==> src/rtl/dcu_pkg.sv <==
package dcu_pkg;

  typedef enum logic [1:0] {
    ST_IDLE = 2'd0,
    ST_WAIT = 2'd1,
    ST_CAP  = 2'd2
  } cap_state_e;

  typedef enum logic [1:0] {
    CMB_AND    = 2'd0,
    CMB_OR     = 2'd1,
    CMB_BOTH   = 2'd2,
    CMB_EITHER = 2'd3
  } trig_comb_e;

  localparam logic [2:0] ADDR_TRIG_EN  = 3'd0;
  localparam logic [2:0] ADDR_TRIG_VAL = 3'd1;
  localparam logic [2:0] ADDR_QUAL_MSK = 3'd2;
  localparam logic [2:0] ADDR_QUAL_VAL = 3'd3;
  localparam logic [2:0] ADDR_MODE     = 3'd4;
  localparam logic [2:0] ADDR_LENGTH   = 3'd5;

  localparam int unsigned MODE_BURST_BIT  = 2;
  localparam int unsigned MODE_REPEAT_BIT = 3;
  localparam int unsigned MODE_GSEL_LSB   = 8;

endpackage

==> src/rtl/dcu_cfg.sv <==
module dcu_cfg
  import dcu_pkg::*;
#(
  parameter int unsigned PROBE_W = 32,
  parameter int unsigned GROUP_W = 8,
  parameter int unsigned GSEL_W  = 2,
  parameter int unsigned LEN_W   = 16
) (
  input  logic               clk_i,
  input  logic               rst_ni,
  input  logic               we_i,
  input  logic [2:0]         addr_i,
  input  logic [PROBE_W-1:0] wdata_i,
  output logic [PROBE_W-1:0] trig_en_o,
  output logic [PROBE_W-1:0] trig_val_o,
  output logic [GROUP_W-1:0] qual_msk_o,
  output logic [GROUP_W-1:0] qual_val_o,
  output trig_comb_e         comb_o,
  output logic               burst_o,
  output logic               repeat_o,
  output logic [GSEL_W-1:0]  gsel_o,
  output logic [LEN_W-1:0]   len_o
);

  always_ff @(posedge clk_i or negedge rst_ni) begin
    if (!rst_ni) begin
      trig_en_o  <= '0;
      trig_val_o <= '0;
      qual_msk_o <= '0;
      qual_val_o <= '0;
      comb_o     <= CMB_AND;
      burst_o    <= 1'b0;
      repeat_o   <= 1'b0;
      gsel_o     <= '0;
      len_o      <= '0;
    end else if (we_i) begin
      case (addr_i)
        ADDR_TRIG_EN:  trig_en_o  <= wdata_i;
        ADDR_TRIG_VAL: trig_val_o <= wdata_i;
        ADDR_QUAL_MSK: qual_msk_o <= wdata_i[GROUP_W-1:0];
        ADDR_QUAL_VAL: qual_val_o <= wdata_i[GROUP_W-1:0];
        ADDR_MODE: begin
          comb_o   <= trig_comb_e'(wdata_i[1:0]);
          burst_o  <= wdata_i[MODE_BURST_BIT];
          repeat_o <= wdata_i[MODE_REPEAT_BIT];
          gsel_o   <= wdata_i[MODE_GSEL_LSB +: GSEL_W];
        end
        ADDR_LENGTH:   len_o <= wdata_i[LEN_W-1:0];
        default: ;
      endcase
    end
  end

endmodule

==> src/rtl/dcu_trigger.sv <==
module dcu_trigger
  import dcu_pkg::*;
#(
  parameter int unsigned        PROBE_W  = 32,
  parameter logic [PROBE_W-1:0] TRIG_SRC = '1
) (
  input  logic [PROBE_W-1:0] probe_i,
  input  logic [PROBE_W-1:0] en_i,
  input  logic [PROBE_W-1:0] val_i,
  input  trig_comb_e         comb_i,
  output logic               hit_o
);

  logic [PROBE_W-1:0] eff_en;
  logic [PROBE_W-1:0] match;
  logic               and_term;
  logic               or_term;

  assign eff_en   = en_i & TRIG_SRC;
  assign match    = ~(probe_i ^ val_i);
  assign and_term = &(match | ~eff_en);
  assign or_term  = |(match & eff_en);

  always_comb begin
    case (comb_i)
      CMB_AND:    hit_o = and_term;
      CMB_OR:     hit_o = or_term;
      CMB_BOTH:   hit_o = and_term & or_term;
      CMB_EITHER: hit_o = and_term | or_term;
      default:    hit_o = 1'b0;
    endcase
  end

endmodule

==> src/rtl/dcu_fifo.sv <==
module dcu_fifo #(
  parameter int unsigned W     = 17,
  parameter int unsigned DEPTH = 16,
  localparam int unsigned AW   = $clog2(DEPTH)
) (
  input  logic         clk_i,
  input  logic         rst_ni,
  input  logic         push_i,
  input  logic [W-1:0] data_i,
  input  logic         pop_i,
  output logic [W-1:0] data_o,
  output logic         valid_o,
  output logic         full_o,
  output logic [AW:0]  count_o
);

  logic [W-1:0]  mem [DEPTH];
  logic [AW-1:0] wr_ptr_q, rd_ptr_q;
  logic          push_ok, pop_ok;

  assign valid_o = (count_o != '0);
  assign full_o  = (count_o == (AW+1)'(DEPTH));
  assign push_ok = push_i && !full_o;
  assign pop_ok  = pop_i && valid_o;
  assign data_o  = mem[rd_ptr_q];

  always_ff @(posedge clk_i) begin
    if (push_ok) mem[wr_ptr_q] <= data_i;
  end

  always_ff @(posedge clk_i or negedge rst_ni) begin
    if (!rst_ni) begin
      wr_ptr_q <= '0;
      rd_ptr_q <= '0;
      count_o  <= '0;
    end else begin
      if (push_ok) wr_ptr_q <= wr_ptr_q + AW'(1);
      if (pop_ok)  rd_ptr_q <= rd_ptr_q + AW'(1);
      count_o <= count_o + (AW+1)'(push_ok) - (AW+1)'(pop_ok);
    end
  end

endmodule

==> src/rtl/stream_capture_unit.sv <==
module stream_capture_unit
  import dcu_pkg::*;
#(
  parameter int unsigned N_GROUPS   = 4,
  parameter int unsigned GROUP_W    = 8,
  parameter int unsigned TS_W       = 8,
  parameter int unsigned FIFO_DEPTH = 16,
  parameter int unsigned LEN_W      = 16,
  parameter logic [N_GROUPS*GROUP_W-1:0] TRIG_SRC = (N_GROUPS*GROUP_W)'(16'hFFFF),
  localparam int unsigned PROBE_W = N_GROUPS * GROUP_W,
  localparam int unsigned WORD_W  = 1 + TS_W + GROUP_W
) (
  input  logic               clk_i,
  input  logic               rst_ni,
  input  logic [PROBE_W-1:0] probe_i,
  input  logic               cfg_we_i,
  input  logic [2:0]         cfg_addr_i,
  input  logic [PROBE_W-1:0] cfg_wdata_i,
  input  logic               arm_i,
  input  logic               disarm_i,
  output logic               m_valid_o,
  input  logic               m_ready_i,
  output logic [WORD_W-1:0]  m_data_o,
  output logic               armed_o,
  output logic               triggered_o,
  output logic               overflow_o
);

  localparam int unsigned GSEL_W = (N_GROUPS > 1) ? $clog2(N_GROUPS) : 1;
  localparam int unsigned AW     = $clog2(FIFO_DEPTH);

  cap_state_e         state_q, state_d;
  logic [LEN_W-1:0]   cnt_q, cnt_d;
  logic [TS_W-1:0]    ts_q;
  logic               gap_q;

  logic [PROBE_W-1:0] trig_en, trig_val;
  logic [GROUP_W-1:0] qual_msk, qual_val;
  trig_comb_e         comb;
  logic               burst_mode, repeat_mode;
  logic [GSEL_W-1:0]  gsel;
  logic [LEN_W-1:0]   len_cfg;

  logic               hit, accept, start, sampling, qual, want, last;
  logic               fifo_push, fifo_drop, fifo_full;
  logic [AW:0]        fifo_cnt;
  logic [LEN_W-1:0]   limit;
  logic [GROUP_W-1:0] grp_data;
  logic [GROUP_W-1:0] grp [N_GROUPS];
  logic               arm_ok;

  dcu_cfg #(
    .PROBE_W(PROBE_W), .GROUP_W(GROUP_W), .GSEL_W(GSEL_W), .LEN_W(LEN_W)
  ) u_cfg (
    .clk_i      (clk_i),
    .rst_ni     (rst_ni),
    .we_i       (cfg_we_i && (state_q == ST_IDLE)),
    .addr_i     (cfg_addr_i),
    .wdata_i    (cfg_wdata_i),
    .trig_en_o  (trig_en),
    .trig_val_o (trig_val),
    .qual_msk_o (qual_msk),
    .qual_val_o (qual_val),
    .comb_o     (comb),
    .burst_o    (burst_mode),
    .repeat_o   (repeat_mode),
    .gsel_o     (gsel),
    .len_o      (len_cfg)
  );

  dcu_trigger #(.PROBE_W(PROBE_W), .TRIG_SRC(TRIG_SRC)) u_trig (
    .probe_i (probe_i),
    .en_i    (trig_en),
    .val_i   (trig_val),
    .comb_i  (comb),
    .hit_o   (hit)
  );

  for (genvar g = 0; g < N_GROUPS; g++) begin : g_grp
    assign grp[g] = probe_i[g*GROUP_W +: GROUP_W];
  end

  assign grp_data = (gsel <= GSEL_W'(N_GROUPS - 1)) ? grp[gsel] : '0;
  assign qual     = ((grp_data ^ qual_val) & qual_msk) == '0;

  // burst size saturates at the FIFO depth; zero means a full FIFO
  always_comb begin
    if (burst_mode) begin
      if (len_cfg == '0 || len_cfg > LEN_W'(FIFO_DEPTH)) limit = LEN_W'(FIFO_DEPTH);
      else                                               limit = len_cfg;
    end else begin
      limit = len_cfg;
    end
  end

  assign accept   = !burst_mode ||
                    ((LEN_W'(FIFO_DEPTH) - LEN_W'(fifo_cnt)) >= limit);
  assign start    = (state_q == ST_WAIT) && !disarm_i && hit && accept;
  assign sampling = start || ((state_q == ST_CAP) && !disarm_i);
  assign want     = sampling && qual;
  assign fifo_push = want && !fifo_full;
  assign fifo_drop = want && fifo_full;
  assign last     = fifo_push && (limit != '0) && ((cnt_q + LEN_W'(1)) == limit);
  assign arm_ok   = arm_i && !disarm_i && (state_q == ST_IDLE);

  always_comb begin
    state_d = state_q;
    cnt_d   = cnt_q;
    case (state_q)
      ST_IDLE: if (arm_ok) begin
        state_d = ST_WAIT;
        cnt_d   = '0;
      end
      ST_WAIT: if (start) begin
        state_d = ST_CAP;
        cnt_d   = LEN_W'(fifo_push);
      end
      ST_CAP:  cnt_d = cnt_q + LEN_W'(fifo_push);
      default: state_d = ST_IDLE;
    endcase
    if (last) begin
      state_d = repeat_mode ? ST_WAIT : ST_IDLE;
      cnt_d   = '0;
    end
    if (disarm_i) state_d = ST_IDLE;
  end

  always_ff @(posedge clk_i or negedge rst_ni) begin
    if (!rst_ni) begin
      state_q     <= ST_IDLE;
      cnt_q       <= '0;
      ts_q        <= '0;
      gap_q       <= 1'b0;
      triggered_o <= 1'b0;
      overflow_o  <= 1'b0;
    end else begin
      state_q <= state_d;
      cnt_q   <= cnt_d;
      if (arm_ok) begin
        ts_q        <= '0;
        gap_q       <= 1'b0;
        triggered_o <= 1'b0;
        overflow_o  <= 1'b0;
      end else begin
        if (state_q != ST_IDLE) ts_q <= ts_q + TS_W'(1);
        if (start) triggered_o <= 1'b1;
        if (fifo_drop) begin
          overflow_o <= 1'b1;
          gap_q      <= 1'b1;
        end else if (fifo_push) begin
          gap_q      <= 1'b0;
        end
      end
    end
  end

  dcu_fifo #(.W(WORD_W), .DEPTH(FIFO_DEPTH)) u_fifo (
    .clk_i   (clk_i),
    .rst_ni  (rst_ni),
    .push_i  (fifo_push),
    .data_i  ({gap_q, ts_q, grp_data}),
    .pop_i   (m_ready_i),
    .data_o  (m_data_o),
    .valid_o (m_valid_o),
    .full_o  (fifo_full),
    .count_o (fifo_cnt)
  );

  assign armed_o = (state_q != ST_IDLE);

endmodule

==> config.mk <==
export PLATFORM = sky130hd
export DESIGN_NAME = stream_capture_unit
export DESIGN_NICKNAME = d
export VERILOG_FILES = /design/src/rtl/dcu_pkg.sv /design/src/rtl/dcu_cfg.sv /design/src/rtl/dcu_trigger.sv /design/src/rtl/dcu_fifo.sv /design/src/rtl/stream_capture_unit.sv
export SDC_FILE = /design/constraint.sdc
export NUM_CORES = 1
export LEC_CHECK = 0
export BUFFER_PORTS_ARGS = -buffer_cell sky130_fd_sc_hd__buf_2
export CAP_MARGIN = 10
export CELL_PAD_IN_SITES_DETAIL_PLACEMENT = 0
export CELL_PAD_IN_SITES_GLOBAL_PLACEMENT = 1
export CORE_ASPECT_RATIO = 0.8
export CORE_UTILIZATION = 45
export DETAILED_ROUTE_END_ITERATION = 10
export PLACE_DENSITY = 0.8
export SETUP_SLACK_MARGIN = 0.4
export SLEW_MARGIN = 20
export SYNTH_ARGS = -nofsm -noshare
export SYNTH_HDL_FRONTEND = slang
export SYNTH_HIERARCHICAL = 1
export SYNTH_SLANG_ARGS = --single-unit
==> constraint.sdc <==
create_clock -name clk_i -period 5 [get_ports clk_i]
set_input_delay 0.5 -clock clk_i [delete_from_list [all_inputs] [get_ports clk_i]]
set_output_delay 0.5 -clock clk_i [all_outputs]
set_load 0.03 [all_outputs]
### Word-level counts from Yosys, hierarchy flattened

Memories as Yosys holds them, arrays and structs flattened.
Index checks and enable logic that the tools add are counted.
Widths: inputs -> output; s select.

* add/subtract/negate cells: 8
* order comparisons: 4
* eq/ne operators: 17
* muxes and demuxes: 28
* bitwise operators: 10
* reduce and logical (&&, ||, !) cells: 43

Operators by type and width (number)
* $mux 16: 5
* $pmux 16 s3: 1
* $mux 8: 5
* $and 32x16->32: 1
* $not 16->32: 1
* $not 32->32: 1
* $or 32x32->32: 1
* $reduce_and 32->1: 1
* $reduce_or 32->1: 1
* $xor 32x32->32: 1
* $add 16x1->16: 1
* $add 16x1->16 const B: 1
* $bmux 8 s2: 1
* $eq 16x16->1: 1
* $ge 16x16->1: 1
* $gt 16x5->1 const B: 1
* $logic_not 16->1: 1
* $reduce_bool 16->1: 1
* $logic_and 1x1->1: 14
* $reduce_and 2->1: 6
* $mux 1: 10
* $ne 3x3->1 const B: 3
* $add 4x1->4 const B: 2
* $add 8x1->8 const B: 1
* other kinds (30): 48

* bits in registers: 128
* RAM bits: 272
* input port bits: 73
* output and inout port bits: 21
* logic and storage cells: 129
* memories kept: 1

Memory list
* u_fifo.mem: depth 16, bits a word 17, read ports 1, clocked after Yosys merged registers in 0, write ports 1, RTL line dcu_fifo.sv:17 `logic [W-1:0] mem [DEPTH];`

### Longest topological paths before layout

* word-level depth: 15
* gate-level depth with buffers: 24

### Cells and area by module

The synthesis kept the hierarchy.

By module, submodules not included
* dcu_fifo: instances 1, cells each 579, area each 11259.5 um2
* dcu_cfg: instances 1, cells each 221, area each 3921.3 um2
* stream_capture_unit: instances 1, cells each 407, area each 3342.0 um2
* dcu_trigger: instances 1, cells each 57, area each 397.9 um2

### Worst setup path before layout

Ideal clock, no wire load.

* path type: register to register
* start: register u_cfg.len_o[0]
* end: memory u_fifo.mem[0][0], enable pin
* library setup time: 0.435 ns
* data arrival time: 4.594 ns
* slack: -0.029 ns
* cell stages (with the launch flop): 16
* buffers on the path: 1
* cells stage by stage: dfrtp_1 > nor4_2 > xor2_1 > o21ai_1 > nand2_1 > ha_1 > nand4_1 > nor4_1 > o2111ai_1 > nand2_1 > o211ai_1 > inv_1 > nor2b_1 > buf_2 > inv_2 > nor4_1

* word-level cells in the longest chain between the ends: 13

RTL lines
* from (decl): RTL line dcu_cfg.sv:22 `output logic [LEN_W-1:0] len_o`
* from (signal assigned): RTL line dcu_cfg.sv:48 `ADDR_LENGTH: len_o <= wdata_i[LEN_W-1:0];`
* $gt 16x5->1 or $logic_not 16->1 (tied branches): RTL line stream_capture_unit.sv:89 `if (len_cfg == '0 || len_cfg > LEN_W'(FIFO_DEPTH)) limit = LEN_W'(FIFO_DEPTH);`
* $logic_or 1x1->1: RTL line stream_capture_unit.sv:89
* $mux 16: RTL line stream_capture_unit.sv:89
* $mux 16 (*): RTL line stream_capture_unit.sv:88 `if (burst_mode) begin`
* $ge 16x16->1 (*): RTL line stream_capture_unit.sv:97 `((LEN_W'(FIFO_DEPTH) - LEN_W'(fifo_cnt)) >= limit);`
* $logic_or 1x1->1 (*): RTL line stream_capture_unit.sv:96 `assign accept = !burst_mode ||`
* $logic_and 1x1->1 (*): RTL line stream_capture_unit.sv:98 `assign start = (state_q == ST_WAIT) && !disarm_i && hit && accept;`
* $logic_or 1x1->1 (*): RTL line stream_capture_unit.sv:99 `assign sampling = start || ((state_q == ST_CAP) && !disarm_i);`
* $logic_and 1x1->1 (*): RTL line stream_capture_unit.sv:100 `assign want = sampling && qual;`
* $logic_and 1x1->1 (*): RTL line stream_capture_unit.sv:101 `assign fifo_push = want && !fifo_full;`
* net fifo_push: RTL line stream_capture_unit.sv:45 `logic fifo_push, fifo_drop, fifo_full;`
* $logic_and 1x1->1 (*): RTL line dcu_fifo.sv:23 `assign push_ok = push_i && !full_o;`
* $mux 1 (*): RTL line dcu_fifo.sv:28 `if (push_ok) mem[wr_ptr_q] <= data_i;`
* $mux 1 (not written as such) (*): RTL line dcu_fifo.sv:28
* to (decl): RTL line dcu_fifo.sv:17

Mark *: on every way through the listed nets, which the timed path passes. The rest lies on a longest branch.

### Worst setup path in the final report

* start: register u_cfg.len_o[14]
* end: register u_fifo.count_o[4]

* word-level cells in the longest chain between the ends: 13

RTL lines
* $gt 16x5->1 or $logic_not 16->1 (tied branches): RTL line stream_capture_unit.sv:89
* $logic_or 1x1->1: RTL line stream_capture_unit.sv:89
* $mux 16: RTL line stream_capture_unit.sv:89
* $mux 16 (*): RTL line stream_capture_unit.sv:88
* $ge 16x16->1 (*): RTL line stream_capture_unit.sv:97
* $logic_or 1x1->1 (*): RTL line stream_capture_unit.sv:96
* $logic_and 1x1->1 (*): RTL line stream_capture_unit.sv:98
* $logic_or 1x1->1 (*): RTL line stream_capture_unit.sv:99
* $logic_and 1x1->1 (*): RTL line stream_capture_unit.sv:100
* $logic_and 1x1->1 (*): RTL line stream_capture_unit.sv:101
* net fifo_push: RTL line stream_capture_unit.sv:45
* $logic_and 1x1->1 (*): RTL line dcu_fifo.sv:23
* $add 5x1->5 (*): RTL line dcu_fifo.sv:39 `count_o <= count_o + (AW+1)'(push_ok) - (AW+1)'(pop_ok);`
* $sub 5x1->5 (*): RTL line dcu_fifo.sv:39
* to (signal assigned): RTL line dcu_fifo.sv:39
* to (decl): RTL line dcu_fifo.sv:14 `output logic [AW:0] count_o`

Marked as above.
A chain may end at the register's enable or synchronous reset.

==> results.yml <==
status:
  outcome: "complete, no violations"
grt:
  grt_start_max_net_pins: 73
  first_global_vias: 10400
  antenna_found_initial: 0
  grt_pass1_wl_um: 62000
  gr-total-overflow: 0
  grt.total_usage_pct: 20.4
power:
  leakagePower_nw: 7.71
  powerDensity_nw_per_um2: 539
  ir_drop_mv: 0.332
floorplanning:
  core-area_um2: 38500
  io_pins: 94
  die_width_um: 224
  dieHeight_um: 179
  row_count: 64
  start_util_pct: 46.0
  die-area_um2: 40100
timing:
  hold_viol_final: 0
  max_slew_margin_pct: 35.5
  fin_skew_ns: 0.0187
  slew_violations: 0
  period_minus_slack_ns: 4.35
  fin_tns_setup_ns: 0
  finalCritPeriodShare_pct: 87.0
  max_freq_ghz: 0.230
  rsz0062_at_grt: "yes"
  setup_viol: 0
  worst_pin_slew_ns: 0.968
  setup_slack_ns: 0.651
layout:
  n_antenna_cell: 0
  drive_gt1_share_pct: 26.1
  final_common_cell: "edfxtp_1"
  fin_nets: 1428
  final_cell_mix: "272 x edfxtp_1, 110 x dfrtp_1, 92 x mux2i_1, 76 x buf_2, 61 x nand2_1"
  area_growth_pct: 15.5
clocking:
  cts_tree: "yes"
  clock_path_buffers: 3
  root_buffer: "clkbuf_16"
  clkTransAtPathRegs_ns: 0.06
  clock_latency_ns: 0.55
  cts_sinks: 384
  numCtsBuffers: 38
  h-tree-depth: 2
worst_setup_path:
  start_kind: "flip-flop"
  crit_fanout: 4
  cp_cell_sequence: "nor4_2 -> nand4_1 -> o21ai_4 -> and2_4 -> ha_4 -> nand2b_4 -> a21o_1 -> a211o_1 -> o2111ai_4 -> nand2_2 -> o211ai_1 -> inv_1 -> nor2b_4 -> inv_2 -> ha_4 -> inv_4 -> ha_4 -> inv_2 -> fa_2 -> inv_2 -> a21oi_1 -> o21bai_1 -> xnor2_1"
  max_stage_delay_ns: 0.39
  arrival_ns: 4.81
  critPathBufInv: 5
  crit_family: "compound AO/OA/AOI/OAI gates"
  critPathKind: "reg2reg"
  required_ns: 5.46
  critPathCaptureType: "flip-flop"
  worst_path_max_delay_cell: "dfrtp_1"
detailed_routing:
  ant_nets: 0
  vias: 10500
  drt-initial-drc-count: 715
  drc_errors: 0
  first_pass_iters: 5
  routedWlPerCell_um: 21.6
  vias_per_cell: 5.62
  drt_wl_total_um: 40500
synth:
  synth-warning-count: 6
  syn_nets: 1307
  avgSynthCellArea_um2: 14.8
  synthesis.instances: 1198
  syn-cell-area_um2: 17700
run:
  maxCapViolCount: 0
min_path:
  hp-class: "in2async"
place:
  place_congestion: 0.807
  hpwlAfterDp_um: 25500
  place_worst_setup_slack_ns: 0.0749
  portBuffers: 77
[final timing paths]
check                                 from                   to  slack, ns  depth (start not counted)
max in group asynchronous           rst_ni           state_q[0]       3.74                          2
setup / recovery           u_cfg/len_o[14]    u_fifo/count_o[4]       0.65                         23
hold reg to reg                 overflow_o           overflow_o       0.48                          1
hold / removal                      rst_ni  u_cfg/trig_en_o[12]       0.08                          1
min in group clk_i                disarm_i           state_q[1]       0.18                          2
setup reg to reg           u_cfg/len_o[14]    u_fifo/count_o[4]       0.65                         23
[metrics by stage]
stage / utilization [%] / power, W / hold slack [ns] / std cells / instance area, um^2
after global routing: 53.1 / 0.0116 / 0.172 / 1873 / 20400
after CTS: 52.3 / 0.0109 / 0.132 / 1863 / 20100
final: 53.1 / 0.0110 / 0.0797 / 1873 / 20400
after floorplan: - / 0.00700 / 0.204 / 1198 / 17700
after global placement: 48.9 / 0.00799 / 0.473 / 1793 / 18900
after detailed placement: 49.0 / 0.00807 / 0.479 / 1794 / 18900
[area by class of cell]
class / instances / area [um^2]
clock buffers: 53 / 1090
well taps: 528 / 661
repair buffers: 141 / 942
fillers: 3149 / 18100
multi-input cells: 705 / 6460
clock inverters: 13 / 111
flip-flops and latches: 384 / 11000
inverters: 49 / 186
[worst register-to-register path: cells and delay by family, from the launching register on]
kind            cells  cell delay [ns]
compound gates      7             1.44
simple gates        6             1.08
fa+ha+maj           4             0.87
flops               1             0.39
buf+inv             5             0.34
xor+xnor            1             0.13
[registers in the layout, summed over array words and instances, names as in the netlist]
register and flops:
u_cfg/comb_o 2, u_cfg/repeat_o 1, ts_q 8, u_cfg/qual_val_o 8, triggered_o 1, state_q 2
u_cfg/trig_val_o 16, cnt_q 16, u_cfg/trig_en_o 16, u_cfg/qual_msk_o 8, u_fifo/rd_ptr_q 4, overflow_o 1
u_fifo/count_o 5, u_fifo/wr_ptr_q 4, u_fifo/mem 272, u_cfg/len_o 16, u_cfg/burst_o 1, u_cfg/gsel_o 2
gap_q 1
[what timing repair did]
item / CTS / global route
resized for setup: 6 / 43
buffers inserted: 3 / 9
endpoints found under the hold margin: 0 / 0
pin swaps: 5 / 19
hold buffers: 0 / 0
gates cloned: 0 / 0
endpoints found under the setup margin: 84 / 155
[per-layer routing]
metal,global-route usage (%),wire length (um),up-vias
met5,0,0,-
met4,4.34,622,0
met3,3.26,2020,43
met2,32.8,18800,252
met1,29.5,19000,5362
li1,-,-,4868
[power breakdown]
| part | total, W | internal (W) | switching (W) |
|---|---|---|---|
| sequential | 0.00436 | 0.00388 | 0.000476 |
| combinational | 0.00386 | 0.00168 | 0.00218 |
| clock | 0.00279 | 0.00159 | 0.00120 |
(Power assumes the default switching activity.)
